### config.mk
export PLATFORM = sky130hd
export DESIGN_NAME = wdog_keyed_top
export DESIGN_NICKNAME = d
export VERILOG_FILES = /design/src/rtl/wdog_pkg.sv /design/src/rtl/wdog_regfile.sv /design/src/rtl/wdog_countdown.sv /design/src/rtl/wdog_action.sv /design/src/rtl/wdog_keyed_top.sv
export SDC_FILE = /design/constraint.sdc
export NUM_CORES = 1
export LEC_CHECK = 0
export BUFFER_PORTS_ARGS = -buffer_cell sky130_fd_sc_hd__buf_2
export CORE_AREA = 2 2 144 146
export DETAILED_ROUTE_END_ITERATION = 8
export DIE_AREA = 0 0 146 148
export PLACE_DENSITY = 0.54
export SLEW_MARGIN = 10
export SYNTH_ARGS = -nofsm -noshare
export SYNTH_HDL_FRONTEND = slang
export SYNTH_SLANG_ARGS = --single-unit
### constraint.sdc
create_clock -name clk -period 3.6 [get_ports clk]
set_input_delay 0.36 -clock clk [delete_from_list [all_inputs] [get_ports clk]]
set_output_delay 0.36 -clock clk [all_outputs]
set_load 0.01 [all_outputs]
### src/rtl/wdog_pkg.sv
package wdog_pkg;
  // word indices (byte offset / 4)
  localparam int WIDX_STATUS  = 0;
  localparam int WIDX_RELOAD  = 1;
  localparam int WIDX_RESTART = 2;
  localparam int WIDX_CTRL    = 3;
  localparam int WIDX_PULSE   = 6;

  localparam logic [15:0] RESTART_KEY = 16'h4755;
  localparam logic [7:0]  KEY_POL_HI  = 8'hA5;
  localparam logic [7:0]  KEY_POL_LO  = 8'h5A;
  localparam logic [7:0]  KEY_PP      = 8'hA8;
  localparam logic [7:0]  KEY_OD      = 8'h8A;

  localparam int CTRL_W  = 6;
  localparam int CB_EN   = 0;
  localparam int CB_RST  = 1;
  localparam int CB_IRQ  = 2;
  localparam int CB_SLOW = 4;

  localparam int PB_POLHI = 31;
  localparam int PB_PP    = 30;

  typedef struct packed {
    logic load;     // copy reload into counter
    logic arm;      // counting runs after the load
    logic stop;     // enable fell
    logic clr_irq;  // valid key or disable
  } wdog_cmd_t;
endpackage

### src/rtl/wdog_regfile.sv
module wdog_regfile
  import wdog_pkg::*;
#(
  parameter int          ADDR_W        = 8,
  parameter bit          NEWER_VARIANT = 1'b1,
  parameter int          FIELD_W       = 20,
  parameter logic [31:0] RESET_RELOAD  = 32'h03EF1480
) (
  input  logic              clk,
  input  logic              rst,
  input  logic              wr_en,
  input  logic              rd_en,
  input  logic [ADDR_W-1:0] addr,
  input  logic [31:0]       wdata,
  input  logic [31:0]       cnt_i,
  output logic [31:0]       rdata,
  output logic [31:0]       reload_o,
  output logic [CTRL_W-1:0] ctrl_o,
  output logic [31:0]       width_o,
  output wdog_cmd_t         cmd_o
);
  localparam int          WIDX_W     = ADDR_W - 2;
  localparam logic [31:0] FIELD_MASK = 32'((64'd1 << FIELD_W) - 64'd1);

  logic [WIDX_W-1:0] widx;
  logic              unused_lsb;
  logic              sel_reload, sel_restart, sel_ctrl, sel_pulse;
  logic              key_ok, en_rise, en_fall;
  logic [31:0]       reload_q, width_q, width_nx;
  logic [CTRL_W-1:0] ctrl_q;
  logic [7:0]        key_byte;

  assign widx       = addr[ADDR_W-1:2];
  assign unused_lsb = ^addr[1:0];

  assign sel_reload  = wr_en && (widx == WIDX_W'(WIDX_RELOAD));
  assign sel_restart = wr_en && (widx == WIDX_W'(WIDX_RESTART));
  assign sel_ctrl    = wr_en && (widx == WIDX_W'(WIDX_CTRL));
  assign sel_pulse   = wr_en && (widx == WIDX_W'(WIDX_PULSE));

  assign key_ok  = sel_restart && (wdata[15:0] == RESTART_KEY);
  assign en_rise = sel_ctrl &&  wdata[CB_EN] && !ctrl_q[CB_EN];
  assign en_fall = sel_ctrl && !wdata[CB_EN] &&  ctrl_q[CB_EN];

  always_comb begin
    cmd_o.load    = key_ok || en_rise;
    cmd_o.arm     = en_rise || (key_ok && ctrl_q[CB_EN]);
    cmd_o.stop    = en_fall;
    cmd_o.clr_irq = key_ok || en_fall;
  end

  assign key_byte = wdata[31:24];

  always_comb begin
    width_nx = width_q;
    if (NEWER_VARIANT && key_byte != 8'h00) begin
      case (key_byte)
        KEY_POL_HI: width_nx[PB_POLHI] = 1'b1;
        KEY_POL_LO: width_nx[PB_POLHI] = 1'b0;
        KEY_PP:     width_nx[PB_PP]    = 1'b1;
        KEY_OD:     width_nx[PB_PP]    = 1'b0;
        default:    ;
      endcase
    end
    width_nx = (width_nx & ~FIELD_MASK) | (wdata & FIELD_MASK);
  end

  always_ff @(posedge clk) begin
    if (rst) begin
      reload_q <= RESET_RELOAD;
      ctrl_q   <= '0;
      width_q  <= 32'h0000_00FF;
    end else begin
      if (sel_reload) reload_q <= wdata;
      if (en_rise || en_fall) ctrl_q <= wdata[CTRL_W-1:0];
      if (sel_pulse) width_q <= width_nx;
    end
  end

  always_ff @(posedge clk) begin
    if (rst) begin
      rdata <= '0;
    end else if (rd_en) begin
      case (widx)
        WIDX_W'(WIDX_STATUS): rdata <= cnt_i;
        WIDX_W'(WIDX_RELOAD): rdata <= reload_q;
        WIDX_W'(WIDX_CTRL):   rdata <= {{(32-CTRL_W){1'b0}}, ctrl_q};
        WIDX_W'(WIDX_PULSE):  rdata <= width_q;
        default:              rdata <= '0;
      endcase
    end
  end

  assign reload_o = reload_q;
  assign ctrl_o   = ctrl_q;
  assign width_o  = width_q;
endmodule

### src/rtl/wdog_countdown.sv
module wdog_countdown
  import wdog_pkg::*;
#(
  parameter int          TICK_DIV     = 24,
  parameter logic [31:0] RESET_RELOAD = 32'h03EF1480
) (
  input  logic        clk,
  input  logic        rst,
  input  wdog_cmd_t   cmd_i,
  input  logic [31:0] reload_i,
  input  logic        slow_i,
  output logic [31:0] cnt_o,
  output logic        run_o,
  output logic        expired_o
);
  localparam int PS_W = (TICK_DIV > 1) ? $clog2(TICK_DIV) : 1;

  logic [PS_W-1:0] ps_q;
  logic [31:0]     cnt_q;
  logic            run_q, exp_q, ps_last, step;

  assign ps_last = (ps_q == PS_W'(TICK_DIV - 1));
  assign step    = slow_i ? ps_last : 1'b1;

  always_ff @(posedge clk) begin
    if (rst) begin
      cnt_q <= RESET_RELOAD;
      run_q <= 1'b0;
      ps_q  <= '0;
      exp_q <= 1'b0;
    end else begin
      exp_q <= 1'b0;
      if (cmd_i.stop) begin
        run_q <= 1'b0;
      end else if (cmd_i.load) begin
        cnt_q <= reload_i;
        ps_q  <= '0;
        run_q <= cmd_i.arm;
      end else if (run_q) begin
        ps_q <= ps_last ? '0 : ps_q + 1'b1;
        if (step) begin
          if (cnt_q == 32'd0) begin
            exp_q <= 1'b1;
            run_q <= 1'b0;
          end else begin
            cnt_q <= cnt_q - 32'd1;
          end
        end
      end
    end
  end

  assign cnt_o     = cnt_q;
  assign run_o     = run_q;
  assign expired_o = exp_q;
endmodule

### src/rtl/wdog_action.sv
module wdog_action #(
  parameter int TICK_DIV = 24,
  parameter int FIELD_W  = 20
) (
  input  logic               clk,
  input  logic               rst,
  input  logic               expired_i,
  input  logic               want_rst_i,
  input  logic               want_irq_i,
  input  logic               clr_irq_i,
  input  logic               pol_hi_i,
  input  logic               push_pull_i,
  input  logic [FIELD_W-1:0] len_i,
  output logic               irq_o,
  output logic               pin_o,
  output logic               oe_o
);
  localparam int PS_W = (TICK_DIV > 1) ? $clog2(TICK_DIV) : 1;

  logic [PS_W-1:0]    ps_q;
  logic [FIELD_W-1:0] rem_q;
  logic               act_q, irq_q, ps_last;

  assign ps_last = (ps_q == PS_W'(TICK_DIV - 1));

  always_ff @(posedge clk) begin
    if (rst) begin
      irq_q <= 1'b0;
      act_q <= 1'b0;
      rem_q <= '0;
      ps_q  <= '0;
    end else begin
      if (expired_i && want_irq_i) irq_q <= 1'b1;
      else if (clr_irq_i)          irq_q <= 1'b0;

      if (expired_i && want_rst_i && len_i != '0) begin
        act_q <= 1'b1;
        rem_q <= len_i;
        ps_q  <= '0;
      end else if (act_q) begin
        ps_q <= ps_last ? '0 : ps_q + 1'b1;
        if (ps_last) begin
          if (rem_q == FIELD_W'(1)) begin
            act_q <= 1'b0;
            rem_q <= '0;
          end else begin
            rem_q <= rem_q - 1'b1;
          end
        end
      end
    end
  end

  assign irq_o = irq_q;
  assign pin_o = act_q ? pol_hi_i : ~pol_hi_i;
  assign oe_o  = push_pull_i | act_q;
endmodule

### src/rtl/wdog_keyed_top.sv
module wdog_keyed_top
  import wdog_pkg::*;
#(
  parameter bit          NEWER_VARIANT = 1'b1,
  parameter int          TICK_DIV      = 24,
  parameter int          ADDR_W        = 8,
  parameter logic [31:0] RESET_RELOAD  = 32'h03EF1480
) (
  input  logic              clk,
  input  logic              rst,
  input  logic              wr_en,
  input  logic              rd_en,
  input  logic [ADDR_W-1:0] addr,
  input  logic [31:0]       wdata,
  output logic [31:0]       rdata,
  output logic              expired_o,
  output logic              irq_o,
  output logic              rst_pin_o,
  output logic              rst_oe_o
);
  localparam int FIELD_W = NEWER_VARIANT ? 20 : 8;

  wdog_cmd_t         cmd;
  logic [31:0]       reload_q, width_q, cnt_q;
  logic [CTRL_W-1:0] ctrl_q;
  logic              run_q;

  wdog_regfile #(
    .ADDR_W(ADDR_W), .NEWER_VARIANT(NEWER_VARIANT),
    .FIELD_W(FIELD_W), .RESET_RELOAD(RESET_RELOAD)
  ) u_regs (
    .clk(clk), .rst(rst), .wr_en(wr_en), .rd_en(rd_en), .addr(addr),
    .wdata(wdata), .cnt_i(cnt_q), .rdata(rdata), .reload_o(reload_q),
    .ctrl_o(ctrl_q), .width_o(width_q), .cmd_o(cmd)
  );

  wdog_countdown #(.TICK_DIV(TICK_DIV), .RESET_RELOAD(RESET_RELOAD)) u_cnt (
    .clk(clk), .rst(rst), .cmd_i(cmd), .reload_i(reload_q),
    .slow_i(ctrl_q[CB_SLOW]), .cnt_o(cnt_q), .run_o(run_q),
    .expired_o(expired_o)
  );

  wdog_action #(.TICK_DIV(TICK_DIV), .FIELD_W(FIELD_W)) u_act (
    .clk(clk), .rst(rst), .expired_i(expired_o),
    .want_rst_i(ctrl_q[CB_RST]), .want_irq_i(ctrl_q[CB_IRQ]),
    .clr_irq_i(cmd.clr_irq), .pol_hi_i(width_q[PB_POLHI]),
    .push_pull_i(width_q[PB_PP]), .len_i(width_q[FIELD_W-1:0]),
    .irq_o(irq_o), .pin_o(rst_pin_o), .oe_o(rst_oe_o)
  );
endmodule

==> metrics.yaml <==
setup_path:
  slowest_delay_ns: 0.75
  crit_fanout: 17
  crit_chain: "or3_1, or4_1, or4_1, a21oi_4, a21oi_1, o21a_1"
  critical_path_class: "reg -> reg"
  r2r-end: "u_cnt.cnt_o[11]"
  rrSetupSlack_ns: 0.43
  crit_slowest_cell: "or4_1"
  path_common_cell: "or4_1"
  reg2regPathDepth: 6
  r2r-start: "u_cnt.cnt_o[24]"
  crit_arrival_ns: 3.51
  crit_required_ns: 3.93
  end_kind: "flip-flop"
  cp-start-kind: "flip-flop"
yosys:
  netlist.area_leader.share_pct: 40.3
  ys.flop_type: "dfxtp_1"
  synth_cells: 1001
  synth_fp_nets: 1050
  yosysWarnings: 0
  synth_cell_type_count: 63
  syn_area_um2: 7860
  synth.avg_cell_area_um2: 7.85
  synth_common_cells: "nand2_1 (169), dfxtp_1 (158), a21oi_1 (87)"
  netlist.top_cell.by_area: "dfxtp_1"
  yosys_register_bits: 158
  netlist_top_cells_area: "dfxtp_1 (40%), nand2_1 (8.1%), a21oi_1 (5.5%)"
  seq_area_frac_synth_pct: 40.3
  yosysMostFrequentCell: "nand2_1"
  synth_edf_count: 0
  ys_async_sr_fraction_pct: 0
die:
  rows: 52
  ios: 80
  core-area_um2: 20000
  die-area_um2: 21600
  dieWidth_um: 146
  die_y_um: 148
  initial_core_util_pct: 39.2
global_route:
  grtUsageTotal_pct: 22.3
  grt_overflow: 0
  grt_max_degree: 43
  grt_pass1_vias: 7003
  antenna_found_initial: 0
  grt_pass1_wl_um: 38600
clock_tree:
  cts_buffer_depth: 2
  cts-root-buf: "clkbuf_16"
  cts_buffers: 17
  cts_resized: 0
  clk-insertion-delay-late_ns: 0.44
  clk_pin_slew_ns: 0.07
  post_cts_buffers: 0
  htree_levels: 4
  cts_tree: "done"
  clock_sinks: 158
  cts_hold_buffers: 0
finish:
  fin_cells: 1330
  layout-drive-gt1-share_pct: 17.0
  final_core_util_pct: 45.3
  antenna_cells: 0
  fillers: 2090
  fin_nets: 1096
  area_growth_pct: 15.6
sta:
  clock_skew_ns: 0.00868
  period_share_pct: 88.2
  rsz0062_at_grt: "no"
  setup_violations: 0
  fin_tns_setup_ns: 0
  drv_slew: 0
  hold_viol: 0
  fmax_mhz: 315
  worst_pin_slew_ns: 0.820
  relSlewSlack_pct: 45.1
  min_period_ns: 3.17
min_path:
  hp-start: "wdata[21]"
  min_path_cells: 3
  min_to: "u_regs.reload_o[21]"
  hp-class: "in -> reg"
route:
  drc_errors: 0
  wl_per_cell_um: 18.1
  first_pass_iters: 6
  routed_via_density: 5.69
  final_antenna_net_count: 0
  vias: 7573
  drtIter0Drc: 664
  drt_wl_total_um: 24000
placed_design:
  dp_cells: 1298
  hpwl_um: 16400
  gp_congestion: 0.804
  port_buffers: 77
pwr:
  p_sw_share_pct: 25.6
  power_density_nw_per_um2: 415
  power.leakage_uw: 0.00324
  pwr-share-clk_pct: 48.2
  ir_worst_vdd_mv: 0.310
  pwr-share-comb_pct: 4.8
  seq_power_share_pct: 47.0
  internal_power_uw: 2800
  p_switching_uw: 965
outcome:
  status: "completed"
flow_run:
  cap_violations: 0
per-layer routing:
| layer | track usage (%) | vias to the layer above | share of wire (%) | wire length [um] |
|---|---|---|---|---|
| li1 | - | 3718 | - | - |
| met1 | 32.4 | 3634 | 49 | 11900 |
| met2 | 34.7 | 199 | 45 | 10900 |
| met3 | 3.67 | 22 | 4.2 | 999 |
| met4 | 5.63 | 0 | 1.2 | 295 |
| met5 | 0 | - | 0 | 0 |
power groups by stage:
stage	combinational, uW	clock [uW]	sequential [uW]
floorplan	92.9	0	1810
global placement	181	0	1810
detailed placement	181	0	1810
CTS	181	1840	1770
global route	197	1930	1770
finish	181	1810	1770
critical path: cells and delay by family (launching register included):
| kind | cells | cell delay (ns) |
|---|---|---|
| flip-flops | 1 | 0.36 |
| AO/OA/AOI/OAI | 3 | 0.83 |
| AND/OR/NAND/NOR | 3 | 1.88 |
cell families after synthesis:
family                     Yosys count  synth area share [%]
AOI/OAI and AO/OA                  227                  18.5
xor gates and xnor gates            16                  1.78
muxes                               39                  5.46
buffers and inverters               86                  4.25
DFF                                158                  40.3
and+or+nand+nor                    470                  28.9
adders and majority gates            5                 0.796
how the worst max path moves through the flow:
stage / startpoint / endpoint / slack [ns]
6_report: u_cnt.cnt_o[24] / u_cnt.cnt_o[11] / 0.43
5_1_grt: u_cnt.cnt_o[24] / u_cnt.cnt_o[12] / 0.27
4_1_cts: u_cnt.cnt_o[24] / u_cnt.cnt_o[11] / 0.43
3_5_place_dp: u_cnt.cnt_o[24] / u_cnt.cnt_o[11] / 0.45
3_3_place_gp: u_cnt.cnt_o[24] / u_cnt.cnt_o[11] / 0.47
2_1_floorplan: u_cnt.cnt_o[24] / u_cnt.cnt_o[5] / 0.83
flip-flops by register name (all words and copies together), names as in the netlist:
| register | cells |
|---|---|
| u_act.rem_q | 20 |
| u_cnt.cnt_o | 32 |
| u_cnt.ps_q | 5 |
| u_regs.reload_o | 32 |
| u_cnt.expired_o | 1 |
| u_regs.ctrl_o | 6 |
| u_act.act_q | 1 |
| u_regs.width_o | 22 |
| u_act.irq_o | 1 |
| u_cnt.run_o | 1 |
| u_regs.rdata | 32 |
| u_act.ps_q | 5 |
layout make-up:
type / count / area [um^2] / area share (%)
well taps: 270 / 338 / 3.72
clock inverters: 15 / 153 / 1.68
clock buffers: 17 / 425 / 4.69
multi-input cells: 757 / 4390 / 48.3
flip-flops and latches: 158 / 3160 / 34.8
inverters: 12 / 45.0 / 0.496
repair buffers: 101 / 568 / 6.26
metrics by stage:
stage	hold slack (ns)	power, uW	instance area (um^2)	worst slack (ns)
final	0.136	3760	9080	0.425
after global routing	0.142	3890	9080	0.270
after CTS	0.130	3800	9080	0.427
after detailed placement	0.450	1990	8500	0.452
after global placement	0.448	1990	8500	0.470
after floorplan	0.441	1910	7860	0.829
placed cells by master, fill, tap and decap left out, drive strengths merged, types with 4 or more instances in the layout:
master and instances:
mux2i 8, o21ai 45, nor3 42, and2 10, o311ai 8, xnor2 4, nor2b 5, xor2 12
inv 20, nand2b 15, nand4 8, a21oi 88, ha 5, clkinv 5, nor2 74, nand2 169
a31oi 13, a221oi 24, a222oi 6, clkbuf 17, mux2 31, or2 6, buf 101, or4 14
and3 6, o21a 5, or3 19, a32oi 4, a21o 6, nand3 64, nor3b 4, a211oi 4
nor4 18, dfxtp 158
Power figures use the tool's default switching activity.
